==> config.mk <==
export PLATFORM = sky130hd
export DESIGN_NAME = slave_fifo_rd
export DESIGN_NICKNAME = d
export VERILOG_FILES = /design/src/rtl/slave_fifo_rd.sv
export SDC_FILE = /design/constraint.sdc
export NUM_CORES = 1
export LEC_CHECK = 0
export ABC_AREA = 1
export BUFFER_PORTS_ARGS = -buffer_cell sky130_fd_sc_hd__buf_2
export CAP_MARGIN = 20
export CORE_MARGIN = 3
export CORE_UTILIZATION = 40
export DETAILED_ROUTE_END_ITERATION = 10
export PLACE_DENSITY = 0.66
export SYNTH_ARGS = -nofsm -noshare
export SYNTH_HDL_FRONTEND = slang
export SYNTH_SLANG_ARGS = --single-unit
export TNS_END_PERCENT = 1
==> constraint.sdc <==
create_clock -name clk -period 3.35 [get_ports clk]
set_clock_uncertainty 0.2 [all_clocks]
set_input_delay 0 -clock clk [delete_from_list [all_inputs] [get_ports clk]]
set_output_delay 0 -clock clk [all_outputs]
set_load 0.02 [all_outputs]
==> src/rtl/slave_fifo_rd.sv <==
module slave_fifo_rd #(
  parameter int DW    = 16,
  parameter int AW    = 2,
  parameter int DEPTH = 8
) (
  input  logic          clk,
  input  logic          rst_n,
  input  logic [AW-1:0] fifo_sel,
  input  logic          cs_n,
  input  logic          oe_n,
  input  logic          rd_n,
  output logic [DW-1:0] bus_out,
  output logic          bus_oe,
  output logic          empty,
  input  logic          fill_valid,
  input  logic [AW-1:0] fill_sel,
  input  logic [DW-1:0] fill_data,
  output logic          fill_full
);
  localparam int NB = 1 << AW;
  localparam int PW = $clog2(DEPTH);
  localparam logic [PW:0] FULL_CNT = (PW+1)'(DEPTH);

  logic [DW-1:0] mem [NB][DEPTH];
  logic [PW:0]   rp [NB];
  logic [PW:0]   wp [NB];
  logic [PW:0]   cur_rp;
  logic          rd_fire, wr_fire;

  assign cur_rp    = rp[fifo_sel];
  assign empty     = (cur_rp == wp[fifo_sel]);
  assign fill_full = ((wp[fill_sel] - rp[fill_sel]) == FULL_CNT);
  assign rd_fire   = !cs_n && !rd_n && !empty;
  assign wr_fire   = fill_valid && !fill_full;

  assign bus_oe  = !oe_n && !cs_n;
  assign bus_out = (bus_oe && !empty) ? mem[fifo_sel][cur_rp[PW-1:0]] : '0;

  always_ff @(posedge clk or negedge rst_n) begin
    if (!rst_n) begin
      for (int i = 0; i < NB; i++) begin
        rp[i] <= '0;
        wp[i] <= '0;
      end
    end else begin
      if (rd_fire) rp[fifo_sel] <= cur_rp + 1'b1;
      if (wr_fire) wp[fill_sel] <= wp[fill_sel] + 1'b1;
    end
  end

  always_ff @(posedge clk) begin
    if (wr_fire) mem[fill_sel][wp[fill_sel][PW-1:0]] <= fill_data;
  end
endmodule

==> results of run 1 <==
repair_timing:
| item | 4_1_cts | 5_1_grt |
|---|---|---|
| hold buffers | 28 | 0 |
| setup buffers | 0 | 0 |
| hold endpoints to repair | 579 | 0 |
routing by layer:
metal | GRT usage (%) | up-vias | wire length [um]
met5 | 0 | - | 13
met4 | 7.40 | 2 | 2100
met3 | 3.80 | 127 | 6820
met2 | 31.5 | 853 | 27900
met1 | 30.8 | 7692 | 27200
li1 | - | 7329 | -
cell usage in the layout, fill, tap and decap left out, drive strengths merged:
master,netlist,final
nor2,192,192
clkbuf,17,75
nand2,647,647
buf,86,122
a22oi,1,1
dlygate4sd3,0,27
nand4,37,37
o22ai,65,65
a21oi,3,3
nor3,1,1
a22o,2,2
dfrtp,32,32
nand3b,3,3
edfxtp,512,512
diode,0,1
inv,198,200
o21ai,176,176
nand3,118,118
a221oi,2,2
bufinv,0,3
xor2,3,3
clkinv,0,20
ha,5,5
tightest hold or removal path, cell delays in order:
cell and delay [ns]:
buf_2 0.08, nor2_1 0.05, buf_2 0.15
state kept, by name, summed over array words and instances, names as in the netlist:
signal	count
mem	512
rp	16
wp	16
area by class of cell:
class	instances	area [um2]	area share [%]
Clock inverter	25	195	0.738
Timing Repair Buffer	149	1340	5.06
Tap cell	756	946	3.58
Antenna cell	1	2.50	0.00946
Clock buffer	75	1490	5.65
Sequential cell	544	16200	61.1
Multi-Input combinational cell	1255	5560	21.0
Inverter	198	748	2.83
metrics by stage:
step,power (mW),cells,hold slack (ns)
after floorplan,10.4,2100,-0.496
after global placement,11.8,2874,-0.0909
after detailed placement,11.8,2874,-0.0750
after CTS,17.6,3002,0.0652
after global routing,18.3,3002,0.0992
final,17.6,3003,0.0783
kinds of logic (layout without fill, tap and decap cells):
| logic type | Yosys count | in the layout | share of synthesized area (%) |
|---|---|---|---|
| fa+ha+maj | 5 | 5 | 0.272 |
| other cells | 0 | 1 | 0 |
| compound gates | 249 | 249 | 5.84 |
| flops | 544 | 544 | 70.2 |
| buf+inv | 301 | 447 | 5.81 |
| xor+xnor | 3 | 3 | 0.114 |
| simple gates | 998 | 998 | 17.8 |
worst max path at each step:
stage	startpoint	endpoint	slack (ns)	cells after the start
2_1_floorplan	fill_sel[0]	mem[0][80]$_DFFE_PP_	0.01	15
3_3_place_gp	fill_sel[1]	mem[3][112]$_DFFE_PP_	0.34	16
3_5_place_dp	fill_sel[1]	mem[1][116]$_DFFE_PP_	0.33	16
4_1_cts	rp[13]$_DFFE_PN0P_	fill_full	0.28	12
5_1_grt	fill_sel[1]	fill_full	0.05	17
6_report	fifo_sel[1]	bus_out[7]	0.21	14
power breakdown:
group / internal [mW] / leakage (nW) / total, mW / switching (mW)
clock: 3.34 / 0.830 / 5.81 / 2.47
combinational: 1.05 / 4.43 / 3.69 / 2.64
sequential: 7.84 / 5.03 / 8.08 / 0.235
total: 12.2 / 10.3 / 17.6 / 5.34
==> out/results.txt, run 1 <==
setup slack after layout -> 0.212 ns
area of the die -> 60500 um2
CP max-delay cell -> dlygate4sd3_1
Syn. warnings -> 0
Endpoint, Worst Hold -> bus_oe
syn_nets -> 2131
R2R setup slack -> 0.31 ns
setup TNS -> 0 ns
kind of critical path -> input port to output pin
Max-cap violations -> 0
Setup violations, final -> 0
status -> complete, no violations
Worst Path Buf+Inv -> 5
min-delay src -> oe_n
syn avg cell area -> 11.0 um2
Post-Syn Area -> 23000 um2
Final ANT Viol Nets -> 0
WP data arrival -> 2.94 ns
Post-synth EDFFs -> 512
cts bufs inserted -> 55
All-Layer GR Usage -> 21.0%
Area growth syn-to-layout -> 14.8%
critical path cell sequence -> dlygate4sd3_1 > buf_2 > inv_4 > nand2_2 > buf_4 > o21ai_0 > nor2_1 > nand2_1 > nand3_1 > nand2_1 > nand2_1 > nand2_1 > nor2_1 > buf_2
maximum fanout along the worst path -> 31
vias per cell -> 5.33
I/O pin count -> 45
Post-synth ARST share -> 5.88%
cts repair resizes -> 0
FMAX -> 0.319 GHz
largest net degree at the start of global routing -> 66
row count -> 87
Post-synth top cells -> nand2_1, edfxtp_1, inv_1, nor2_1, o21ai_0
Synth cell types -> 30
Worst R2R End -> mem[3][120]$_DFFE_PP_
gr ovfl total -> 0
Worst path max stage delay -> 0.52 ns
post-synth top area share -> 66.7%
Setup crit start kind -> input port
RSZ-0062 raised after global routing -> false
die extent in x -> 246 um
TritonCTS clock tree -> yes
Reg2Reg Launch Point -> rp[13]$_DFFE_PN0P_
worst reg2reg path depth -> 12
vias in the first global route -> 15100
routed via count -> 16000
Routed WL -> 64.1 mm
Synth Instances -> 2100
fin util -> 46.6%
gpl congestion -> 0.937
min-delay worst type -> input port to output pin
fraction of layout cells with a size suffix above 1 -> 10.2%
filler instances -> 5066
Final min period -> 3.14 ns
first-pass GRT wire length -> 94.6 mm
DP Worst Slack -> 0.328 ns
H-tree depth -> 2
PD cells -> 664 nW/um2
die height -> 246 um
Yosys top cell by area -> edfxtp_1
Crit path top cell by count -> nand2_1
Post-DP HPWL -> 39.3 mm
peak supply drop -> 0.361 mV
port bufs -> 44
Final nets -> 2234
worst endpoint required time -> 3.15 ns
Root Driver -> clkbuf_16
Crit. End Element -> output pin
worst skew pair latency -> 0.60 ns
antenna violations before repair -> 2
hold path depth -> 3
detailed-route wire length per cell -> 21.3 um
placed instance area -> 24500 um2
DRT Pass-1 Iters -> 6
Residual DRC -> 0
Area contributors post-synth -> edfxtp_1, nand2_1, dfrtp_1, inv_1, nor2_1
main flop type after synthesis -> edfxtp_1
Yosys reg bits -> 544
relative slew slack -> 35.2%
cell family with most CP delay -> buffers and inverters
core region area -> 56700 um2
DRT iter0 DRCs -> 2196
measured slew at the worst slew-check pin -> 0.972 ns
Slew Limit Fails -> 0
sequential share of the synthesized area -> 70.2%
Hold Fails Final Rpt -> 0
Tcrit/Tclk final -> 93.7%
clock buffer depth -> 3
CTS sink cnt -> 544
final instance area -> 26500 um2
Pleak -> 10.3 nW
Starting Density -> 40.6%
most frequent cell after synthesis -> nand2_1
No activity file was read; power rests on OpenSTA's default activity.
==> run 2: changes to the inputs <==
--- a/config.mk
+++ b/config.mk
@@ -11,7 +11,7 @@
 export CORE_MARGIN = 3
 export CORE_UTILIZATION = 40
 export DETAILED_ROUTE_END_ITERATION = 10
-export PLACE_DENSITY = 0.66
+export PLACE_DENSITY = 0.64
 export SYNTH_ARGS = -nofsm -noshare
 export SYNTH_HDL_FRONTEND = slang
 export SYNTH_SLANG_ARGS = --single-unit
==> constraint.sdc (replaced) <==
create_clock -name clk -period 3.5 [get_ports clk]
set_clock_uncertainty 0.2 [all_clocks]
set_input_delay 0 -clock clk [delete_from_list [all_inputs] [get_ports clk]]
set_output_delay 0 -clock clk [all_outputs]
set_load 0.02 [all_outputs]
==> out/results.txt, run 2 (same netlist as run 1, synthesis figures left out) <==
I/O pin count -> 45 (unchanged)
routed via count -> 15900 (was 16000)
Routed WL -> 64.0 mm (was 64.1 mm)
port bufs -> 44 (unchanged)
Setup crit start kind -> flip-flop (was input port)
filler instances -> 5151 (was 5066)
Starting Density -> 40.6% (unchanged)
WP data arrival -> 3.58 ns (was 2.94 ns)
core region area -> 56700 um2 (unchanged)
row count -> 87 (unchanged)
first-pass GRT wire length -> 95.0 mm (was 94.6 mm)
FMAX -> 0.283 GHz
Placed Cells -> 2854 (was 2874)
Clock power frac -> 32.4% (was 33.1%)
CTS sink cnt -> 544 (unchanged)
Layout Cells excl Fill -> 2976 (was 3003)
postcts setup bufs -> 0 (unchanged)
detailed-route wire length per cell -> 21.5 um (was 21.3 um)
relative slew slack -> 32.8% (was 35.2%)
Area growth syn-to-layout -> 13.5% (was 14.8%)
die height -> 246 um (unchanged)
Switch Pwr -> 5.12 mW (was 5.34 mW)
worst endpoint required time -> 3.54 ns (was 3.15 ns)
most frequent cells in the layout -> nand2_1, edfxtp_1, inv_1 (unchanged)
setup slack after layout -> -0.0387 ns (was 0.212 ns)
TritonCTS clock tree -> yes (unchanged)
PD cells -> 631 nW/um2 (was 664 nW/um2)
peak supply drop -> 0.508 mV (was 0.361 mV)
DRT iter0 DRCs -> 2025 (was 2196)
H-tree depth -> 2 (unchanged)
failing checks -> negative setup slack
sequential share of power -> 46.8% (was 46.0%)
status -> finished with violations (was complete, no violations)
final instance area -> 26200 um2 (was 26500 um2)
largest net degree at the start of global routing -> 96 (was 66)
All-Layer GR Usage -> 21.1% (was 21.0%)
gr ovfl total -> 0 (unchanged)
Final ANT Viol Nets -> 0 (unchanged)
Int Pwr -> 11.4 mW (was 12.2 mW)
kind of critical path -> flip-flop to flip-flop (was input port to output pin)
fin util -> 46.1% (was 46.6%)
cts bufs inserted -> 54 (was 55)
Residual DRC -> 0 (unchanged)
gpl congestion -> 0.921 (was 0.937)
vias in the first global route -> 15400 (was 15100)
Pleak -> 10.1 nW (was 10.3 nW)
Final min period -> 3.54 ns
worst skew pair latency -> 0.62 ns (was 0.60 ns)
RSZ-0062 raised after global routing -> true (was false)
combinational fraction of design power -> 20.9% (was 21.0%)
clock buffer depth -> 3 (unchanged)
placed instance area -> 24200 um2 (was 24500 um2)
min-delay worst type -> input port to output pin (unchanged)
Setup violations, final -> 32 (was 0)
diode count -> 0 (was 1)
Max-cap violations -> 0 (unchanged)
Largest register FFs -> 512 (unchanged)
maximum fanout along the worst path -> 16 (was 31)
Crit. End Element -> flip-flop (was output pin)
Hold Fails Final Rpt -> 0 (unchanged)
switching share of power -> 31.0% (was 30.4%)
Slew Limit Fails -> 0 (unchanged)
R2R setup slack -> -0.04 ns (was 0.31 ns)
measured slew at the worst slew-check pin -> 1.01 ns (was 0.972 ns)
vias per cell -> 5.34 (was 5.33)
Final nets -> 2212 (was 2234)
Tcrit/Tclk final -> 101%
Worst-path clk slew -> 0.06 ns
DRT Pass-1 Iters -> 6 (unchanged)
antenna violations before repair -> 0 (was 2)
Post-DP HPWL -> 39.5 mm (was 39.3 mm)
Root Driver -> clkbuf_16 (unchanged)
die extent in x -> 246 um (unchanged)
area of the die -> 60500 um2 (unchanged)
most common cell after layout, fill and taps aside -> nand2_1 (unchanged)
fraction of layout cells with a size suffix above 1 -> 9.77% (was 10.2%)
==> run 2: cell types whose count changed in the layout (fill, tap and decap cells not counted), sizes merged <==
cell	before	now
inv	200	201
bufinv	3	1
clkbuf	75	66
dlygate4sd3	27	26
clkinv	20	25
buf	122	102
diode	1	0
==> run 2: routing by layer <==
metal / part of all wire, % / track usage (%) / vias to the layer above
met1: 42 / 30.1 / 7693
met5: 0 / 0 / -
met2: 45 / 32.9 / 791
met3: 10 / 4.64 / 104
met4: 2.6 / 5.64 / 0
li1: - / - / 7291
==> run 2: final cells by class <==
class                      count  area [um2]  area share [%]
sequential                   544       16200            61.8
tap                          756         946            3.62
timing repair buffer         128        1070            4.08
inverter                     198         748            2.86
clock buffer                  66        1400            5.34
clock inverter                29         199           0.761
multi-input combinational   1255        5630            21.5
==> run 2: worst paths after layout <==
check / start / to / cells after the start
max: rp[9]$_DFFE_PN0P_ / mem[0][66]$_DFFE_PP_ / 11
min: oe_n / bus_oe / 3
max reg2reg: rp[9]$_DFFE_PN0P_ / mem[0][66]$_DFFE_PP_ / 11
min reg2reg: wp[6]$_DFFE_PN0P_ / wp[6]$_DFFE_PN0P_ / 2
max in group asynchronous: rst_n / wp[12]$_DFFE_PN0P_ / 4
min in group asynchronous: rst_n / rp[15]$_DFFE_PN0P_ / 4
==> run 2: power by group through the flow <==
stage / Clock (mW) / Combinational (mW) / Sequential (mW)
4_1_cts: 5.43 / 3.39 / 7.72
6_report: 5.35 / 3.45 / 7.73
5_1_grt: 5.69 / 3.78 / 7.76
2_1_floorplan: 0 / 2.18 / 7.79
3_3_place_gp: 0 / 3.35 / 7.84
3_5_place_dp: 0 / 3.35 / 7.85
==> run 2: what timing repair did <==
item                                   in CTS  in global routing
gates resized for setup                     0                  7
hold buffers                               27                  0
setup endpoints to repair                  33                265
endpoints found under the hold margin     576                  0
cloned                                      0                  0
==> run 2: worst max-delay path, stage by stage (launching register included) <==
cell and delay, ns:
dfrtp_1 0.41, a22o_1 0.21, a221oi_1 0.24, ha_1 0.30, nand2_1 0.08, nand2_1 0.07
a21oi_1 0.17, nand2_1 0.09, nand3_2 0.21, buf_12 0.16, nand3_1 0.28, nor2_2 0.73
==> run 2: stage by stage <==
| stage | hold WS (ns) | setup WS, ns | setup TNS [ns] | total power [mW] |
|---|---|---|---|---|
| 2_1_floorplan | -0.496 | 0.163 | 0 | 9.97 |
| 3_3_place_gp | -0.0958 | -0.00638 | -0.155 | 11.2 |
| 3_5_place_dp | -0.0898 | -0.00952 | -0.237 | 11.2 |
| 4_1_cts | 0.0723 | 0.00603 | 0 | 16.5 |
| 5_1_grt | 0.0876 | -0.237 | -32.51 | 17.2 |
| 6_report | 0.0707 | -0.0387 | -0.699 | 16.5 |
